<file path="config.mk">
export PLATFORM = sky130hd
export DESIGN_NAME = hpm_counter
export DESIGN_NICKNAME = d
export VERILOG_FILES = /design/src/rtl/hpm_pkg.sv /design/src/rtl/hpm_priv_filter.sv /design/src/rtl/hpm_count_half.sv /design/src/rtl/hpm_ovf_ctl.sv /design/src/rtl/hpm_counter.sv
export SDC_FILE = /design/constraint.sdc
export NUM_CORES = 1
export LEC_CHECK = 0
export ABC_AREA = 1
export BUFFER_PORTS_ARGS = -buffer_cell sky130_fd_sc_hd__buf_2
export CORE_MARGIN = 5
export CORE_UTILIZATION = 35
export DETAILED_ROUTE_END_ITERATION = 8
export PLACE_DENSITY_LB_ADDON = 0.08
export SYNTH_ARGS = -nofsm -noshare
export SYNTH_HDL_FRONTEND = slang
export SYNTH_SLANG_ARGS = --single-unit
</file>
<file path="constraint.sdc">
create_clock -name clk -period 2.2 [get_ports clk]
set_clock_uncertainty 0.1 [all_clocks]
set_input_delay 0.22 -clock clk [delete_from_list [all_inputs] [get_ports clk]]
set_output_delay 0.22 -clock clk [all_outputs]
set_load 0.05 [all_outputs]
</file>
<file path="src/rtl/hpm_pkg.sv">
package hpm_pkg;

  typedef enum logic [1:0] {
    PRIV_U   = 2'b00,
    PRIV_S   = 2'b01,
    PRIV_RSV = 2'b10,
    PRIV_M   = 2'b11
  } priv_e;

  // per-level filter bits, packed in event-word order
  typedef struct packed {
    logic m_inh;
    logic s_inh;
    logic u_inh;
    logic vs_inh;
    logic vu_inh;
  } filt_t;

  typedef struct packed {
    logic  of;
    filt_t filt;
  } evflags_t;

  localparam int unsigned FLAG_W = $bits(evflags_t);

endpackage

</file>
<file path="src/rtl/hpm_priv_filter.sv">
module hpm_priv_filter
  import hpm_pkg::*;
(
  input  logic [1:0] priv,
  input  logic       virt_on,
  input  filt_t      filt,
  input  logic       inhibit,
  input  logic       inc,
  output logic       qual
);

  logic blocked;

  always_comb begin
    case (priv_e'(priv))
      PRIV_M:  blocked = filt.m_inh;
      PRIV_S:  blocked = virt_on ? filt.vs_inh : filt.s_inh;
      PRIV_U:  blocked = virt_on ? filt.vu_inh : filt.u_inh;
      default: blocked = 1'b1;
    endcase
    qual = inc & ~inhibit & ~blocked;
  end

endmodule

</file>
<file path="src/rtl/hpm_count_half.sv">
module hpm_count_half #(
  parameter int unsigned W = 32
) (
  input  logic         clk,
  input  logic         rst_n,
  input  logic         wr_en,
  input  logic [W-1:0] wr_data,
  input  logic         inc_en,
  output logic [W-1:0] q,
  output logic         all_ones
);

  logic [W-1:0] q_d;
  logic         upd;

  always_comb begin
    upd = wr_en | inc_en;
    q_d = wr_en ? wr_data : q + W'(1);
  end

  always_ff @(posedge clk or negedge rst_n) begin
    if (!rst_n) begin
      q <= '0;
    end else if (upd) begin
      q <= q_d;
    end
  end

  assign all_ones = &q;

endmodule

</file>
<file path="src/rtl/hpm_ovf_ctl.sv">
module hpm_ovf_ctl
  import hpm_pkg::*;
#(
  parameter int unsigned HALF_W = 32,
  localparam int unsigned CNT_W = 2 * HALF_W
) (
  input  logic             clk,
  input  logic             rst_n,
  input  logic             split_mode,
  input  logic             evt_wr_en,
  input  logic             evt_wr_hi,
  input  logic [CNT_W-1:0] evt_wr_data,
  input  logic             ovf_evt,
  output logic             of_q,
  output filt_t            filt_q
);

  evflags_t wide_f;
  evflags_t narrow_f;
  evflags_t nxt;
  logic     accept;
  logic     upd;
  logic     evt_unused;

  assign wide_f     = evflags_t'(evt_wr_data[CNT_W-1 -: FLAG_W]);
  assign narrow_f   = evflags_t'(evt_wr_data[HALF_W-1 -: FLAG_W]);
  assign evt_unused = ^evt_wr_data;

  always_comb begin
    accept = evt_wr_en & (~split_mode | evt_wr_hi);
    if (accept) begin
      nxt = split_mode ? narrow_f : wide_f;
    end else begin
      nxt.of   = of_q | ovf_evt;
      nxt.filt = filt_q;
    end
    upd = accept | (ovf_evt & ~of_q);
  end

  always_ff @(posedge clk or negedge rst_n) begin
    if (!rst_n) begin
      of_q   <= 1'b0;
      filt_q <= '0;
    end else if (upd) begin
      of_q   <= nxt.of;
      filt_q <= nxt.filt;
    end
  end

endmodule

</file>
<file path="src/rtl/hpm_counter.sv">
module hpm_counter
  import hpm_pkg::*;
#(
  parameter int unsigned HALF_W = 32,
  localparam int unsigned CNT_W = 2 * HALF_W
) (
  input  logic             clk,
  input  logic             rst_n,
  input  logic [1:0]       priv_lvl,
  input  logic             virt_on,
  input  logic             inhibit,
  input  logic             split_mode,
  input  logic             inc,
  input  logic             cnt_wr_en,
  input  logic             cnt_wr_hi,
  input  logic [CNT_W-1:0] cnt_wr_data,
  input  logic             evt_wr_en,
  input  logic             evt_wr_hi,
  input  logic [CNT_W-1:0] evt_wr_data,
  output logic [CNT_W-1:0] count,
  output logic             ovf_flag,
  output logic             irq_req
);

  filt_t                  filt_q;
  logic                   of_q;
  logic                   qual;
  logic                   ovf_evt;
  logic [1:0]             half_we;
  logic [1:0]             half_inc;
  logic [1:0]             half_ones;
  logic [1:0][HALF_W-1:0] half_q;
  logic [1:0][HALF_W-1:0] half_wd;

  hpm_priv_filter u_filt (
    .priv    (priv_lvl),
    .virt_on (virt_on),
    .filt    (filt_q),
    .inhibit (inhibit),
    .inc     (inc),
    .qual    (qual)
  );

  always_comb begin
    half_we[0]  = cnt_wr_en & (~split_mode | ~cnt_wr_hi);
    half_we[1]  = cnt_wr_en & (~split_mode | cnt_wr_hi);
    half_wd[0]  = cnt_wr_data[HALF_W-1:0];
    half_wd[1]  = split_mode ? cnt_wr_data[HALF_W-1:0]
                             : cnt_wr_data[CNT_W-1:HALF_W];
    half_inc[0] = qual & ~cnt_wr_en;
    half_inc[1] = half_inc[0] & half_ones[0];
    ovf_evt     = half_inc[1] & half_ones[1];
  end

  generate
    for (genvar h = 0; h < 2; h++) begin : g_half
      hpm_count_half #(.W(HALF_W)) u_half (
        .clk      (clk),
        .rst_n    (rst_n),
        .wr_en    (half_we[h]),
        .wr_data  (half_wd[h]),
        .inc_en   (half_inc[h]),
        .q        (half_q[h]),
        .all_ones (half_ones[h])
      );
    end
  endgenerate

  hpm_ovf_ctl #(.HALF_W(HALF_W)) u_ovf (
    .clk         (clk),
    .rst_n       (rst_n),
    .split_mode  (split_mode),
    .evt_wr_en   (evt_wr_en),
    .evt_wr_hi   (evt_wr_hi),
    .evt_wr_data (evt_wr_data),
    .ovf_evt     (ovf_evt),
    .of_q        (of_q),
    .filt_q      (filt_q)
  );

  assign count    = half_q;
  assign ovf_flag = of_q;
  assign irq_req  = of_q;

endmodule

</file>
# Word-level counts from Yosys, hierarchy flattened
# Index checks and enable logic that the tools add are counted.
[op_classes]
bitwise_logic = 22
n_eq_ne = 2
n_shift = 0
div_mod_pow = 0
addsub = 2
magnitude_cmp = 0
reduce_logical = 4
n_mux = 8
n_mul = 0
[op_table]
columns = ["op", "n"]
rows = [
  ["$mux 32", 3],
  ["$add 32x1->32 const B", 2],
  ["$reduce_and 32->1", 2],
  ["$mux 6", 2],
  ["$and 1x1->1", 9],
  ["$or 1x1->1", 7],
  ["$not 1->1", 6],
  ["$pmux 1 s3", 1],
  ["$eq 2x1->1 const B", 1],
  ["$eq 2x2->1 const B", 1],
  ["$logic_not 2->1", 1],
  ["$mux 1", 2],
  ["$reduce_and 2->1", 1],
]
[word_totals]
word_cells = 46
inputBits = 140
memories = 0
out_inout_bits = 66
ramBits = 0
mem_bits_ro = 0
latch_bits = 0
ff_bits = 70

# Logic depth before layout (Yosys ltp)
[logic_depth]
depth_word = 10
depth_mapped = 12
depth_no_buf = 12

# Cells and area by module
# Synthesis repeated with hierarchy kept, for this count alone.
[unflattened]
cells_unflattened = 839
hier_area_um2 = 5520.3
[by_module_without_submodules]
columns = ["mod", "cells_each", "n_inst", "area_each_um2"]
rows = [
  ["hpm_count_half", 328, 2, 2265.9],
  ["hpm_counter", 114, 1, 566.8],
  ["hpm_ovf_ctl", 50, 1, 340.3],
  ["hpm_priv_filter", 19, 1, 81.3],
]

# Worst setup path before layout
# OpenSTA, ideal clock, no wires.
[synth_timing]
kind = "reg-to-reg"
from = "register g_half[0].u_half.q[1]"
to = "register g_half[1].u_half.q[17]"
t_required_ns = 1.981
n_path_buf = 1
stages_incl_launch_ff = 12
period_less_slack_ns = 2.120
slack_ns = 0.080
arrival_time_ns = 1.901
cell_sequence = "dfrtp_1 -> ha_1 -> nand3_2 -> clkinv_2 -> nand2_1 -> nor2_2 -> nand2_2 -> nor2_4 -> nand2_2 -> buf_6 -> nand3_1 -> nand2_1"
[synth_between]
elab_chain_len = 3
[synth_lines]
columns = ["item", "line_no", "rtl"]
rows = [
  ["start, declared", "hpm_count_half.sv:9", "output logic [W-1:0] q,"],
  ["start signal, assigned", "hpm_count_half.sv:25", "q <= q_d;"],
  ["$reduce_and 32->1", "hpm_count_half.sv:29", "assign all_ones = &q;"],
  ["$and 1x1->1", "hpm_counter.sv:51", "half_inc[1] = half_inc[0] & half_ones[0];"],
  ["$or 1x1->1", "hpm_count_half.sv:17", "upd = wr_en | inc_en;"],
  ["end signal, assigned", "hpm_count_half.sv:25", ""],
  ["end, declared", "hpm_count_half.sv:9", ""],
]
# Every way passes these cells.
# A chain may end at the register's enable or synchronous reset.

# Worst setup path in the final report
[layout_timing]
from = "register g_half[0].u_half.q[0]"
to = "register g_half[1].u_half.q[12]"
# Same word-level chain as after synthesis.

==> results.env <==
CTS_MAX_LEVEL=3
NUMBER_OF_SETUP_BUFFERS_ADDED_AFTER_CTS=0
SYNTH_COMPOUND_GATE_AREA_SHARE=0.0787
P_LEAK_uW=0.00350
GLOBALROUTEOVERFLOWTOTAL=0
DRT_PASS_1_ITERS=5
SYNTHXORXNORAREAFRAC=0.0471
SETUP_TNS_NS=0
TIMING.HOLD.WORST.CLASS='in -> reg'
CLOCK.FMAX_MHz=490
LAYOUT_CELL_SHARE_WITH_DRIVE_STRENGTH_BEYOND_1=0.224
SYNTH_CELLS=915
SYNTH.AREA.MUX_SHARE=0
LAYOUT_SETUP_WS_NS=0.158
SYNTH_AREA_LEADER_CELL='sky130_fd_sc_hd__dfrtp_1'
SLEW-LIMIT-HEADROOM=0.688
CPMAXSTAGEDELAYCELL='sky130_fd_sc_hd__dfrtp_1'
DETAIL_ROUTE.DRC_VIOLATIONS=0
NFILLCELLS=1786
DRT.ANTENNA.VIOLATING_NETS=0
SYNTHADDERAREAFRAC=0.00448
YS_TOP_CELLS_BY_AREA='sky130_fd_sc_hd__dfrtp_1 (31%), sky130_fd_sc_hd__nand2_1 (28%), sky130_fd_sc_hd__nor2_1 (7.1%)'
VDD_IR_DROP_MAX_uV=352
GLOBAL_ROUTE.USAGE.MET2=0.348
WORST_HOLD_END='g_half[0].u_half.q[24]'
HPWLAFTERDP_UM=16600
GRT_FIRST_PASS_WIRELENGTH_UM=33900
SYNTH_SEQ_AREA_SHARE=0.314
WORST_PIN_SLEW_NS=0.467
FINAL_MAX_SLEW_VIOL_COUNT=0
SYN_TO_FINAL_GROWTH_PCT=25.4
LAYOUT.NETS=1220
ASYNC_RESET_FF_FRAC=1.00
CLKTRANSATPATHREGS_NS=0.06
STARTPOINT_TYPE='flop'
SYNTH.DISTINCT_CELLS=36
WORST_HOLD_LAUNCH='cnt_wr_data[24]'
SYNTHTOPCELLSBYCOUNT='sky130_fd_sc_hd__nand2_1 (417), sky130_fd_sc_hd__nor2_1 (106), sky130_fd_sc_hd__dfrtp_1 (70), sky130_fd_sc_hd__nand3_1 (64), sky130_fd_sc_hd__inv_1 (59)'
DIE_AREA_UM2=18600
UNREPAIRED_SETUP_ENDPOINTS_AFTER_GLOBAL_ROUTING='false'
CRITICAL_PATH_DEPTH=11
CRITICAL_PATH_ARRIVAL_NS=2.18
SYNTH_TOP_FAMILY_BY_AREA='simple AND/OR/NAND/NOR gates'
CRIT_PATH_MAX_FANOUT=16
CRITICAL_PATH.ENDPOINT_TYPE='flop'
CTS-BUFFERS-INSERTED=9
TIME_THE_WORST_PATH_NEEDS_WITH_I_O_DELAYS_AND_SETUP_NS=2.04
ROUTE.VIAS.TOTAL=6245
AVGVIACOUNTPERCELL=4.81
TRITONCTS='done'
CRIT_FAMILY='simple AND/OR/NAND/NOR gates'
MOST_CROWDED_LAYER_AFTER_GLOBAL_ROUTING='met1'
SYNTH_SEQ_CELLS=70
WORST_EP_REQUIRED_TIME_NS=2.33
INSERTEDDIODECOUNT=0
DETAILEDROUTE.FIRSTITERATIONVIOLATIONS=531
ROOT_BUFFER='sky130_fd_sc_hd__clkbuf_16'
DRT-WIRELENGTH-PER-CELL_UM=16.3
SETUP_VIOL_COUNT_FINAL=0
SYNTH-EDFF-COUNT=0
HOLD_PATH_DEPTH=3
CAP_VIOLATIONS=0
ROWS=46
SYNTH_FP_NETS=1057
DESIGN.CORE.AREA_UM2=15800
ANTENNA_FOUND_INITIAL=2
MET1_USAGE=0.351
GP_CONGESTION=0.917
INTERNAL_REG_TO_REG_SETUP_SLACK_NS=0.16
GRT_USE_MET3=0.0477
TOTALWIRELENGTH_UM=21200
PLACE_INST=1282
STATUS='finished clean'
CRITICAL_SETUP_PATH_CLASS='reg -> reg'
CLK-INSERTION-DELAY-LATE_NS=0.35
DIE_WIDTH_UM=136
DESIGN.PORTCOUNT=206
NUMCLOCKSINKS=70
BASIC_GATE_SHARE_OF_THE_SYNTHESIZED_AREA_COUNTING_AND_OR_NAND_AND_NOR_CELLS=0.479
POST-SYNTH-TOP-COUNT-CELL='sky130_fd_sc_hd__nand2_1'
GRT_START_MAX_NET_PINS=71
POST_ROUTE_CLOCK_PERIOD_UTILIZATION=0.928
PORTBUFFERS=153
PLACE_WS_NS=0.119
STDCELL_COUNT=1299
CTS.PATH.MAX_BUFFERS=2
POST_SYNTH.CELL_AREA_AVG_UM2=6.10
SYNTH_TOP_CELL_AREA_SHARE=0.314
FINALHOLDVIOLATIONS=0
GR-USAGE-ALL-LAYERS=0.237
FLOORPLAN.INITIALDENSITY=0.354
CRIT_PATH_CELL_TRACE='ha_1 -> nand3_2 -> clkinv_2 -> nand2_1 -> nor2_2 -> nand2_2 -> nor2_4 -> nand2_2 -> buf_12 -> nand3_2 -> nand2_1'
POWER.DENSITY_CELL_AREA_nW_PER_UM2=735
SYNTH.YOSYS.WARNINGS=0
RR_STARTPOINT='g_half[0].u_half.q[0]'
R2R_END='g_half[1].u_half.q[12]'
CRITPATHBUFINV=2
MAX_STAGE_DELAY_NS=0.39
SYNTH_FF_TYPE='sky130_fd_sc_hd__dfrtp_1'
VIAS_IN_THE_FIRST_GLOBAL_ROUTE=6054
CHIPHEIGHT_UM=136
SYNTHESIS.AREA_UM2=5580
FF2FF_PATH_DEPTH=11
## worst reg2reg max path, stage by stage, from the launching register on
cell,delay [ns]
sky130_fd_sc_hd__dfrtp_1,0.39
sky130_fd_sc_hd__ha_1,0.21
sky130_fd_sc_hd__nand3_2,0.11
sky130_fd_sc_hd__clkinv_2,0.09
sky130_fd_sc_hd__nand2_1,0.11
sky130_fd_sc_hd__nor2_2,0.11
sky130_fd_sc_hd__nand2_2,0.12
sky130_fd_sc_hd__nor2_4,0.16
sky130_fd_sc_hd__nand2_2,0.19
sky130_fd_sc_hd__buf_12,0.22
sky130_fd_sc_hd__nand3_2,0.07
sky130_fd_sc_hd__nand2_1,0.06
## final cells by class
cell class / instances / area [um2] / area share
Clock buffer: 10 / 239 / 0.0341
Multi-Input combinational cell: 748 / 3420 / 0.488
Tap cell: 216 / 270 / 0.0386
Timing Repair Buffer: 184 / 1040 / 0.148
Sequential cell: 70 / 1750 / 0.250
Inverter: 65 / 245 / 0.0350
Clock inverter: 6 / 37.5 / 0.00536
## layer usage
layer  up-vias  share of wire
li1       3220              -
met2       195           0.42
met3        21          0.075
met4         4          0.017
met5         -        0.00099
met1      2805           0.49
## kinds of logic after synthesis
logic type	Yosys count
buf+inv	97
fa+ha+maj	2
simple gates	645
flops	70
compound gates	71
xor+xnor	30
## where the power goes
group          switching [uW]  internal (uW)  total (uW)
sequential                274           1490        1760
combinational            1410            563        1980
clock                     623            788        1410
## layout by cell type, fill, tap and decap left out, types with 7 or more instances in the layout
cell                          n
sky130_fd_sc_hd__dfrtp_1     70
sky130_fd_sc_hd__nand3_1     63
sky130_fd_sc_hd__xnor2_1      9
sky130_fd_sc_hd__nand2_1    416
sky130_fd_sc_hd__inv_1       59
sky130_fd_sc_hd__nand3_2      8
sky130_fd_sc_hd__or2_2       15
sky130_fd_sc_hd__buf_4       27
sky130_fd_sc_hd__nor2_1     105
sky130_fd_sc_hd__clkbuf_16    9
sky130_fd_sc_hd__o211ai_1    19
sky130_fd_sc_hd__xor2_1      21
sky130_fd_sc_hd__a21oi_1     13
sky130_fd_sc_hd__nor2_2       7
sky130_fd_sc_hd__o21ai_0     23
sky130_fd_sc_hd__nor3_1      12
sky130_fd_sc_hd__buf_2      153
## state kept, by name, summed over array words and instances, names as in the netlist
signal	cells
g_half.u_half.q	64
u_ovf.filt_q	5
u_ovf.of_q	1
## how the worst max path moves through the flow
stage                                     start                endpoint
after global routing            u_ovf.filt_q[4]   g_half[0].u_half.q[6]
after global placement    g_half[1].u_half.q[1]  g_half[1].u_half.q[20]
after floorplan           g_half[0].u_half.q[1]  g_half[1].u_half.q[17]
final                     g_half[0].u_half.q[0]  g_half[1].u_half.q[12]
after CTS                 g_half[1].u_half.q[1]  g_half[1].u_half.q[20]
after detailed placement  g_half[1].u_half.q[1]  g_half[1].u_half.q[20]
## through the flow
| stage | util | area [um2] | power [uW] | hold WS [ns] |
|---|---|---|---|---|
| finish | 0.444 | 7000 | 5150 | 0.0119 |
| global route | 0.444 | 7000 | 5460 | 0.0271 |
| CTS | 0.443 | 6980 | 5180 | 0.00940 |
| detailed placement | 0.425 | 6700 | 3760 | 0.197 |
| global placement | 0.425 | 6700 | 3760 | 0.191 |
| floorplan | - | 5580 | 3090 | -0.176 |
## repair_timing
action / in CTS / in global routing
setup endpoints to repair: 0 / 40
hold buffers: 1 / 0
endpoints found under the hold margin: 70 / 0
gates resized for setup: 0 / 5
No activity file was read; power rests on OpenSTA's default activity.
